$ cat src/rtl/acc_alu_pkg.sv
package acc_alu_pkg;

   localparam int NF    = 6;
   localparam int F_CY  = 0;
   localparam int F_PF  = 1;
   localparam int F_AC  = 2;
   localparam int F_ZF  = 3;
   localparam int F_SF  = 4;
   localparam int F_OV  = 5;
   localparam int SEL_W = 3;
   localparam logic [SEL_W-1:0] SEL_ACC = 3'd7;
   localparam logic [SEL_W-1:0] SEL_MEM = 3'd6;

   typedef enum logic [3:0] {
      K_NONE, K_ADD, K_SUB, K_AND, K_XOR, K_OR,
      K_INC, K_DEC, K_WIDE, K_CPL, K_SETC, K_CMCY
   } kind_e;

   typedef struct packed {
      kind_e            kind;
      logic             use_cy;
      logic             wr;
      logic             use_imm;
      logic [SEL_W-1:0] src_sel;
      logic [SEL_W-1:0] dst_sel;
      logic [1:0]       pair_sel;
   } ctl_t;

endpackage

$ cat src/rtl/acc_alu_decode.sv
module acc_alu_decode
   import acc_alu_pkg::*;
(
   input  logic [7:0] opcode,
   output ctl_t       ctl
);

   logic acc_grp;
   logic imm_grp;

   assign acc_grp = (opcode[7:6] == 2'b10);
   assign imm_grp = (opcode[7:6] == 2'b11) && (opcode[2:0] == 3'b110);

   always_comb begin
      ctl.kind     = K_NONE;
      ctl.use_cy   = 1'b0;
      ctl.wr       = 1'b0;
      ctl.use_imm  = 1'b0;
      ctl.src_sel  = opcode[2:0];
      ctl.dst_sel  = SEL_ACC;
      ctl.pair_sel = opcode[5:4];
      if (acc_grp || imm_grp) begin
         ctl.use_imm = imm_grp;
         ctl.wr      = 1'b1;
         unique case (opcode[5:3])
            3'd0: ctl.kind = K_ADD;
            3'd1: begin ctl.kind = K_ADD; ctl.use_cy = 1'b1; end
            3'd2: ctl.kind = K_SUB;
            3'd3: begin ctl.kind = K_SUB; ctl.use_cy = 1'b1; end
            3'd4: ctl.kind = K_AND;
            3'd5: ctl.kind = K_XOR;
            3'd6: ctl.kind = K_OR;
            3'd7: begin ctl.kind = K_SUB; ctl.wr = 1'b0; end
            default: ctl.kind = K_NONE;
         endcase
      end else if (opcode[7:6] == 2'b00) begin
         unique case (opcode[2:0])
            3'b100: begin
               ctl.kind = K_INC; ctl.wr = 1'b1;
               ctl.src_sel = opcode[5:3]; ctl.dst_sel = opcode[5:3];
            end
            3'b101: begin
               ctl.kind = K_DEC; ctl.wr = 1'b1;
               ctl.src_sel = opcode[5:3]; ctl.dst_sel = opcode[5:3];
            end
            3'b001: if (opcode[3]) ctl.kind = K_WIDE;
            3'b111: begin
               case (opcode[5:3])
                  3'b101: begin ctl.kind = K_CPL; ctl.wr = 1'b1; ctl.src_sel = SEL_ACC; end
                  3'b110: ctl.kind = K_SETC;
                  3'b111: ctl.kind = K_CMCY;
                  default: ctl.kind = K_NONE;
               endcase
            end
            default: ctl.kind = K_NONE;
         endcase
      end
   end

endmodule

$ cat src/rtl/acc_alu_core.sv
module acc_alu_core
   import acc_alu_pkg::*;
#(
   parameter int DW = 8
)(
   input  kind_e          kind,
   input  logic           use_cy,
   input  logic [DW-1:0]  lhs,
   input  logic [DW-1:0]  rhs,
   input  logic [NF-1:0]  fl_in,
   output logic [DW-1:0]  res,
   output logic [NF-1:0]  fl_out
);

   localparam logic [DW-1:0] POS_MAX = {1'b0, {(DW-1){1'b1}}};
   localparam logic [DW-1:0] NEG_MIN = {1'b1, {(DW-1){1'b0}}};
   localparam logic [DW-1:0] ONE     = {{(DW-1){1'b0}}, 1'b1};

   logic [DW:0]   eff;
   logic [DW+1:0] sum_w;
   logic [DW+1:0] dif_w;
   logic          cy, ac, ov, szp_upd;

   // operand widened by one bit so a carry-in on 0xFF becomes 0x100
   assign eff   = {1'b0, rhs} + {{DW{1'b0}}, use_cy & fl_in[F_CY]};
   assign sum_w = {2'b00, lhs} + {1'b0, eff};
   assign dif_w = {2'b00, lhs} - {1'b0, eff};

   always_comb begin
      res     = lhs;
      cy      = fl_in[F_CY];
      ac      = fl_in[F_AC];
      ov      = fl_in[F_OV];
      szp_upd = 1'b0;
      unique case (kind)
         K_ADD: begin
            res = sum_w[DW-1:0];
            cy  = sum_w[DW];
            ac  = lhs[4] ^ eff[4] ^ sum_w[4];
            ov  = (lhs[DW-1] == eff[DW-1]) && (sum_w[DW-1] != lhs[DW-1]);
            szp_upd = 1'b1;
         end
         K_SUB: begin
            res = dif_w[DW-1:0];
            cy  = dif_w[DW];
            ac  = lhs[4] ^ eff[4] ^ dif_w[4];
            ov  = (lhs[DW-1] != eff[DW-1]) && (dif_w[DW-1] != lhs[DW-1]);
            szp_upd = 1'b1;
         end
         K_AND, K_XOR, K_OR: begin
            if (kind == K_AND)      res = lhs & rhs;
            else if (kind == K_XOR) res = lhs ^ rhs;
            else                    res = lhs | rhs;
            cy = 1'b0; ac = 1'b0; ov = 1'b0;
            szp_upd = 1'b1;
         end
         K_INC: begin
            res = lhs + ONE;
            ac  = lhs[4] ^ res[4];
            ov  = (lhs == POS_MAX);
            szp_upd = 1'b1;
         end
         K_DEC: begin
            res = lhs - ONE;
            ac  = lhs[4] ^ res[4];
            ov  = (lhs == NEG_MIN);
            szp_upd = 1'b1;
         end
         K_CPL:  res = ~lhs;
         K_SETC: cy  = 1'b1;
         K_CMCY: cy  = ~fl_in[F_CY];
         default: ;
      endcase
   end

   always_comb begin
      fl_out       = fl_in;
      fl_out[F_CY] = cy;
      fl_out[F_AC] = ac;
      fl_out[F_OV] = ov;
      if (szp_upd) begin
         fl_out[F_SF] = res[DW-1];
         fl_out[F_ZF] = (res == '0);
         fl_out[F_PF] = ~^res;
      end
   end

endmodule

$ cat src/rtl/acc_alu_wide.sv
module acc_alu_wide #(
   parameter int DW = 8
)(
   input  logic [1:0]       pair_sel,
   input  logic [DW-1:0]    reg_b,
   input  logic [DW-1:0]    reg_c,
   input  logic [DW-1:0]    reg_d,
   input  logic [DW-1:0]    reg_e,
   input  logic [DW-1:0]    reg_h,
   input  logic [DW-1:0]    reg_l,
   input  logic [2*DW-1:0]  sp_in,
   output logic [2*DW-1:0]  sum,
   output logic             cout
);

   localparam int PW = 2 * DW;

   logic [PW-1:0] pairs [4];
   logic [PW-1:0] addend;
   logic [PW:0]   full;

   assign pairs[0] = {reg_b, reg_c};
   assign pairs[1] = {reg_d, reg_e};
   assign pairs[2] = {reg_h, reg_l};
   assign pairs[3] = sp_in;

   assign addend = pairs[pair_sel];
   assign full   = {1'b0, reg_h, reg_l} + {1'b0, addend};
   assign sum    = full[PW-1:0];
   assign cout   = full[PW];

endmodule

$ cat src/rtl/acc_alu_exec.sv
module acc_alu_exec
   import acc_alu_pkg::*;
#(
   parameter int DW      = 8,
   parameter bit OUT_REG = 1'b1
)(
   input  logic             clk,
   input  logic             rst_n,
   input  logic             in_valid,
   input  logic [7:0]       opcode,
   input  logic [DW-1:0]    imm,
   input  logic [DW-1:0]    reg_b,
   input  logic [DW-1:0]    reg_c,
   input  logic [DW-1:0]    reg_d,
   input  logic [DW-1:0]    reg_e,
   input  logic [DW-1:0]    reg_h,
   input  logic [DW-1:0]    reg_l,
   input  logic [DW-1:0]    reg_a,
   input  logic [2*DW-1:0]  sp_in,
   input  logic [DW-1:0]    mem_rdata,
   input  logic [NF-1:0]    flags_in,
   output logic             out_valid,
   output logic             wr_en,
   output logic [SEL_W-1:0] wr_sel,
   output logic [DW-1:0]    wr_data,
   output logic             hl_we,
   output logic [2*DW-1:0]  hl_data,
   output logic [NF-1:0]    flags_out
);

   localparam int PW = 2 * DW;
   localparam int NSRC = 1 << SEL_W;
   localparam logic [DW-1:0] POS_MAX = {1'b0, {(DW-1){1'b1}}};

   if (DW < 5) begin : g_dw_bad
      $error("acc_alu_exec: DW must be at least 5 for the nibble carry");
   end

   ctl_t           ctl;
   logic [DW-1:0]  bank [NSRC];
   logic [DW-1:0]  operand;
   logic [DW-1:0]  lhs;
   logic [DW-1:0]  core_res;
   logic [NF-1:0]  core_fl;
   logic [PW-1:0]  wide_sum;
   logic           wide_cy;

   logic             n_wr_en;
   logic [SEL_W-1:0] n_wr_sel;
   logic [DW-1:0]    n_wr_data;
   logic             n_hl_we;
   logic [NF-1:0]    n_flags;

   acc_alu_decode u_dec (
      .opcode (opcode),
      .ctl    (ctl)
   );

   assign bank[0] = reg_b;
   assign bank[1] = reg_c;
   assign bank[2] = reg_d;
   assign bank[3] = reg_e;
   assign bank[4] = reg_h;
   assign bank[5] = reg_l;
   assign bank[6] = mem_rdata;
   assign bank[7] = reg_a;

   assign operand = ctl.use_imm ? imm : bank[ctl.src_sel];
   assign lhs     = (ctl.kind == K_INC || ctl.kind == K_DEC) ? operand : reg_a;

   acc_alu_core #(.DW(DW)) u_core (
      .kind   (ctl.kind),
      .use_cy (ctl.use_cy),
      .lhs    (lhs),
      .rhs    (operand),
      .fl_in  (flags_in),
      .res    (core_res),
      .fl_out (core_fl)
   );

   acc_alu_wide #(.DW(DW)) u_wide (
      .pair_sel (ctl.pair_sel),
      .reg_b    (reg_b),
      .reg_c    (reg_c),
      .reg_d    (reg_d),
      .reg_e    (reg_e),
      .reg_h    (reg_h),
      .reg_l    (reg_l),
      .sp_in    (sp_in),
      .sum      (wide_sum),
      .cout     (wide_cy)
   );

   always_comb begin
      n_wr_en   = in_valid && ctl.wr;
      n_wr_sel  = ctl.dst_sel;
      n_wr_data = core_res;
      n_hl_we   = in_valid && (ctl.kind == K_WIDE);
      n_flags   = core_fl;
      if (ctl.kind == K_WIDE) begin
         n_flags       = flags_in;
         n_flags[F_CY] = wide_cy;
      end
   end

   if (OUT_REG) begin : g_reg
      always_ff @(posedge clk) begin
         if (!rst_n) begin
            out_valid <= 1'b0;
            wr_en     <= 1'b0;
            wr_sel    <= '0;
            wr_data   <= '0;
            hl_we     <= 1'b0;
            hl_data   <= '0;
            flags_out <= '0;
         end else begin
            out_valid <= in_valid;
            wr_en     <= n_wr_en;
            wr_sel    <= n_wr_sel;
            wr_data   <= n_wr_data;
            hl_we     <= n_hl_we;
            hl_data   <= wide_sum;
            if (in_valid) flags_out <= n_flags;
         end
      end


      idle_quiet_chk: assert property (@(posedge clk) disable iff (!rst_n)
         !in_valid |=> (!out_valid && !wr_en && !hl_we && $stable(flags_out)));

      issue_lat_chk: assert property (@(posedge clk) disable iff (!rst_n)
         in_valid |=> out_valid);

      cmp_nowrite_chk: assert property (@(posedge clk) disable iff (!rst_n)
         (in_valid && (opcode[7:3] == 5'b10111 || opcode == 8'hFE)) |=> !wr_en);

      logic_clear_chk: assert property (@(posedge clk) disable iff (!rst_n)
         (in_valid && opcode[7:6] == 2'b10 && opcode[5] && opcode[4:3] != 2'b11)
         |=> (!flags_out[F_CY] && !flags_out[F_OV] && !flags_out[F_AC]));

      wide_only_cy_chk: assert property (@(posedge clk) disable iff (!rst_n)
         (in_valid && opcode[7:6] == 2'b00 && opcode[3:0] == 4'h9)
         |=> (hl_we && flags_out[NF-1:1] == $past(flags_in[NF-1:1])));

      incmem_ov_chk: assert property (@(posedge clk) disable iff (!rst_n)
         (in_valid && opcode == 8'h34) |=> (flags_out[F_OV] == ($past(mem_rdata) == POS_MAX)));

      excl_write_chk: assert property (@(posedge clk) disable iff (!rst_n)
         wr_en |-> !hl_we);
   end else begin : g_comb
      assign out_valid = in_valid;
      assign wr_en     = n_wr_en;
      assign wr_sel    = n_wr_sel;
      assign wr_data   = n_wr_data;
      assign hl_we     = n_hl_we;
      assign hl_data   = wide_sum;
      assign flags_out = n_flags;
   end

endmodule

$ cat config.mk
export PLATFORM = sky130hd
export DESIGN_NAME = acc_alu_exec
export DESIGN_NICKNAME = d
export VERILOG_FILES = /design/src/rtl/acc_alu_pkg.sv /design/src/rtl/acc_alu_decode.sv /design/src/rtl/acc_alu_core.sv /design/src/rtl/acc_alu_wide.sv /design/src/rtl/acc_alu_exec.sv
export SDC_FILE = /design/constraint.sdc
export NUM_CORES = 1
export LEC_CHECK = 0
export BUFFER_PORTS_ARGS = -buffer_cell sky130_fd_sc_hd__buf_2
export CORE_ASPECT_RATIO = 2
export CORE_MARGIN = 1.5
export CORE_UTILIZATION = 60
export DETAILED_ROUTE_END_ITERATION = 10
export GPL_ROUTABILITY_DRIVEN = 0
export HOLD_SLACK_MARGIN = 0.05
export PLACE_DENSITY = 0.89
export SETUP_SLACK_MARGIN = 0.1
export SLEW_MARGIN = 20
export SYNTH_ARGS = -nofsm -noshare
export SYNTH_HDL_FRONTEND = slang
export SYNTH_SLANG_ARGS = --single-unit
$ cat constraint.sdc
create_clock -name clk -period 17 [get_ports clk]
set_input_delay 1.7 -clock clk [delete_from_list [all_inputs] [get_ports clk]]
set_output_delay 1.7 -clock clk [all_outputs]
set_load 0.02 [all_outputs]
### Word-level counts from Yosys, hierarchy flattened

Index checks and enable logic that the tools add are counted.

| cells by class | value |
|---|---|
| bitwise operators | 13 |
| muxes and demuxes | 37 |
| reductions and logical operators | 17 |
| add/sub/neg operators | 6 |
| order comparisons | 2 |
| equality and inequality tests | 31 |

Operators by type and width:

| kind | count |
|---|---|
| $mux W8 | 6 |
| $pmux W8 S6 | 1 |
| $bmux W16 S2 | 1 |
| $mux W16 | 2 |
| $bmux W8 S3 | 1 |
| $eq A3 B3 Y1 const B | 8 |
| $pmux W4 S5 | 1 |
| $mux W6 | 3 |
| $add A16 B16 Y17 | 1 |
| $eq A4 B3 Y1 const B | 4 |
| $eq A4 B4 Y1 const B | 4 |
| $pmux W4 S4 | 1 |
| $pmux W1 S5 | 3 |
| $mux W4 | 3 |
| $pmux W4 S3 | 1 |
| $add A8 B1 Y9 | 1 |
| $add A8 B9 Y9 | 1 |
| $mux W1 | 9 |
| $sub A8 B9 Y9 | 1 |
| $add A8 B1 Y8 const B | 1 |
| $and A8 B8 Y8 | 1 |
| $eq A4 B2 Y1 const B | 2 |
| $eq A8 B7 Y1 const B | 1 |
| $eq A8 B8 Y1 const B | 1 |
| other kinds (30) | 48 |

| word-level totals | value |
|---|---|
| word-level logic and storage cells | 113 |
| register bits after elaboration | 36 |
| output and inout bits | 36 |
| bits of input ports | 105 |

### Logic depth before layout (Yosys ltp)

| logic depth | value |
|---|---|
| word-level depth | 18 |
| gate-level depth with buffers | 28 |
| mapped depth without buffers | 26 |

### Modules after synthesis

Synthesis repeated with hierarchy kept, for this count alone.

| unflattened totals | value |
|---|---|
| cells, all modules | 688 |
| area, all modules | 5599.1 µm² |

By module, submodules not included:

| module | instances | area each (µm²) | sequential area each (µm²) | cells each |
|---|---|---|---|---|
| acc_alu_core | 1 | 2333.5 | 0.0 | 342 |
| acc_alu_exec | 1 | 1844.3 | 720.7 | 186 |
| acc_alu_wide | 1 | 1114.8 | 0.0 | 120 |
| acc_alu_decode | 1 | 306.5 | 0.0 | 40 |

### Worst setup path before layout

Ideal clock, no wire load.

| timing | value |
|---|---|
| path type | in2reg |
| from | in opcode[1] |
| to | reg flags_out[1] |
| buffers on the path | 2 |
| path slack | 9.924 ns |
| required time | 16.926 ns |
| cell stages on the path | 28 |
| data arrival time | 7.002 ns |
| library setup time | 0.074 ns |
| cell sequence | buf_6 > nor4b_4 > mux2i_2 > buf_6 > mux2_1 > nor4_2 > mux2_2 > ha_1 > ha_1 > nor2b_1 > nand2_1 > xnor2_1 > inv_1 > ha_1 > nor2b_1 > a221oi_1 > o21bai_1 > a21oi_1 > o221a_2 > o221ai_1 > a31oi_1 > o21ai_1 > nand2_1 > ha_1 > xnor2_1 > xnor2_1 > nand2_1 > a31oi_1 |

| on the way | value |
|---|---|
| cells in the longest elaborated chain, start to end | 18 |
| elaborated cells on any way between the ends | 52 |
| those cells by class | add/sub (5); eq/ne (14); mux (20); bitwise (6); reduce/logical (7) |

RTL lines:

| element | line | text |
|---|---|---|
| start: declaration | acc_alu_exec.sv:10 | `input logic [7:0] opcode,` |
| branches (longest 17 deep; another with $add A8 B1 Y9) | n/a |  |
| $mux W6 (*) | acc_alu_exec.sv:100 | `if (ctl.kind == K_WIDE) begin` |
| end signal: assignment | acc_alu_exec.sv:123 | `if (in_valid) flags_out <= n_flags;` |
| end: declaration | acc_alu_exec.sv:28 | `output logic [NF-1:0] flags_out` |

Mark *: on every way between the ends. The select of a mux whose other input is x is not followed.
A chain may end at the register's enable or synchronous reset.

### Worst setup path after layout

Same ends and word-level chain as after synthesis.

==> metrics.yaml <==
status:
  outcome: "completed"
yosys:
  synth_cell_types: 84
  netlist.area_leader.share_pct: 12.98
  syn_inst: 717
  synthFlopType: "dfxtp_1"
  seq_area_frac_synth_pct: 12.98
  synth_area_leaders: "dfxtp_1, ha_1, mux4_2"
  syn_area_per_cell_sq_um: 7.745
  yosys_register_bits: 36
  ys.warnings.count: 0
  synth-edff-count: 0
  synthArstFlopShare_pct: 0
  synthesis.area_sq_um: 5553
  yosysTopAreaCell: "dfxtp_1"
  synth_nets: 881
global_routing:
  use_met3_pct: 7.558
  grt_max_degree: 39
  grt.met1_usage_pct: 38.83
  grt_util_all_layers_pct: 40.81
  grt-busiest-layer: "met2"
  grt_pass1_vias: 6378
  antenna_found_initial: 0
  gr-total-overflow: 0
  grt_pass1_wl_mm: 31.77
  grtUsageMet2_pct: 71.86
cts:
  clock-root-buffer: "clkbuf_16"
  cts_made_buffers: 5
  cts_setup_buffers: 0
  cts_sinks: 36
  h-tree-depth: 2
  cts_resized: 0
  insertion_delay_ns: 0.28
  cts_max_path_buffers: 2
  cts_hold_buf: 0
  cts_tree: "yes"
  clk_pin_slew_ns: 0.06
layout:
  final-instance-count-excl-fill: 933
  diodes: 0
  fin_nets: 994
  final_cell_mix: "buf_2, nand2_1, ha_1, a21oi_1, inv_1"
  finalInstanceArea_sq_um: 6424
  layout-drive-gt1-share_pct: 24.31
  areaGrowthSynthToFinish_pct: 15.68
  final_common_cell: "buf_2"
route:
  viasPerCell: 6.958
  drt-pass1-iter-count: 6
  ant_nets: 0
  postRouteWirelength_mm: 20.67
  drt_iter0_markers: 760
  wire_per_inst_um: 22.16
  drc_errors: 0
  vias: 6492
sta:
  rsz0062_at_grt: "false"
  tightest_slew_ns: 1.032
  fin_crit_sh_pct: 46.96
  drv_slew: 0
  hold_viol: 0
  max_freq_mhz: 125.3
  final.setup.tns_ns: 0
  finalSetupViolCount: 0
  slew_headroom_pct: 30.81
  period_needed_ns: 7.983
  skew_ns: 0
critical_path:
  cp_max_fo: 38
  crit_type: "in -> reg"
  required_ns: 17.21
  arrival_ns: 8.20
  cp-end-kind: "flip-flop"
  startpoint_type: "input pin"
die:
  row_count: 49
  initial_core_util_pct: 61.61
  fp.dieArea_sq_um: 9876
  die_y_um: 139.1
  die_w_um: 71.03
  boundaryPins: 141
  core_sq_um: 9012
pwr:
  leakagePower_nw: 3.023
  p_per_area_nw_per_um2: 70.37
  ir_worst_vdd_uv: 42.18
placement:
  place_area_sq_um: 6256
  dpl.hpwl_mm: 15.92
  placedCellCount: 925
  io_buffer_count: 140
job:
  cap_violations: 0
worst_hold_path:
  hp-class: "reg -> reg"
-- cells in the mapped netlist (4+ instances only) --
cell type   n
and3_1      9
xnor2_1    21
mux2i_1    23
nor3_1     30
nor2_1     41
and2_1      6
nand2b_1   17
nand3_1    12
xor2_1      8
or4_1       4
a31oi_1     7
dfxtp_1    36
o21ai_1     5
nor4_1      6
clkbuf_1   30
nand2_1    64
a221oi_1   10
mux4_2     16
o211ai_1   18
o31ai_1     4
mux2_2      4
ha_1       56
o21bai_1    4
inv_1      52
a221o_1     4
o21ai_0    41
o21a_1      5
a21o_1     11
or3_1       4
nor2b_1    19
nand4_1     8
a21oi_1    53
-- power breakdown --
part,switching (W),internal (W)
sequential,0.00000317,0.0000954
clock,0.0000377,0.0000689
combinational,0.000150,0.0000965
-- state kept, by name, summed over array words and instances (netlist names) --
register / cells
wr_data: 8
out_valid: 1
hl_we: 1
flags_out: 6
wr_sel: 3
hl_data: 16
wr_en: 1
-- final cells by class --
| cell class | instances | area (sq um) |
|---|---|---|
| inverter | 56 | 210.2 |
| sequential | 36 | 720.7 |
| clock buffer | 5 | 125.1 |
| multi-input combinational | 586 | 4459 |
| clock inverter | 3 | 42.54 |
| fill | 696 | 2589 |
| timing repair buffer | 145 | 738.2 |
| tap | 102 | 127.6 |
-- routing by layer --
| metal | share of wire (%) | routed length [um] |
|---|---|---|
| met1 | 31 | 6315 |
| met4 | 11 | 2295 |
| met2 | 50 | 10260 |
| met3 | 8.7 | 1798 |
| met5 | 0 | 0 |
-- critical path: stages --
cell and delay (ns):
buf_2 0.31, nor4b_4 0.46, mux2i_4 0.29, buf_4 0.39
mux2_2 0.39, nor4_2 0.44, mux2i_1 0.25, inv_1 0.11
ha_1 0.19, nor2b_1 0.23, nand2_1 0.10, xnor2_1 0.19
inv_1 0.07, ha_1 0.33, nor2b_1 0.15, a221oi_1 0.45
o21bai_1 0.15, a21oi_1 0.33, o221a_2 0.26, o221ai_1 0.12
a31oi_1 0.22, o21ai_1 0.12, nand2_1 0.08, ha_1 0.25
xnor2_1 0.22, xnor2_1 0.14, nand2_1 0.07, a31oi_1 0.18
-- path summary, 6_finish.rpt --
path | from | to | slack (ns) | depth (start not counted)
worst min-delay path | flags_out[3] | flags_out[3] | 0.50 | 2
worst min register to register | flags_out[3] | flags_out[3] | 0.50 | 2
worst max-delay path | opcode[1] | flags_out[1] | 9.02 | 28
worst max register to register | flags_out[5] | flags_out[5] | 16.22 | 4
-- logic make-up (layout without fill, tap and decap cells) --
family | Yosys count | count (layout) | share of synthesized area [%]
AOI/OAI and AO/OA | 205 | 205 | 24.72
xor gates and xnor gates | 29 | 29 | 4.574
adders and majority gates | 59 | 59 | 13.70
buffers and inverters | 95 | 209 | 6.895
DFF | 36 | 36 | 12.98
muxes | 51 | 51 | 13.54
and+or+nand+nor | 242 | 242 | 23.59
-- metrics by stage --
step                setup WS, ns  total power, W  utilization (%)  hold slack, ns
floorplan                  9.924       0.0002676                -          0.5571
finish                     9.017       0.0004520            71.28          0.5039
CTS                        9.218       0.0004432            71.28          0.5081
global placement           9.249       0.0003262            69.42          0.4856
global route               8.545       0.0004729            71.28          0.5267
detailed placement         8.940       0.0003370            69.42          0.5001
(Power assumes the default switching activity.)
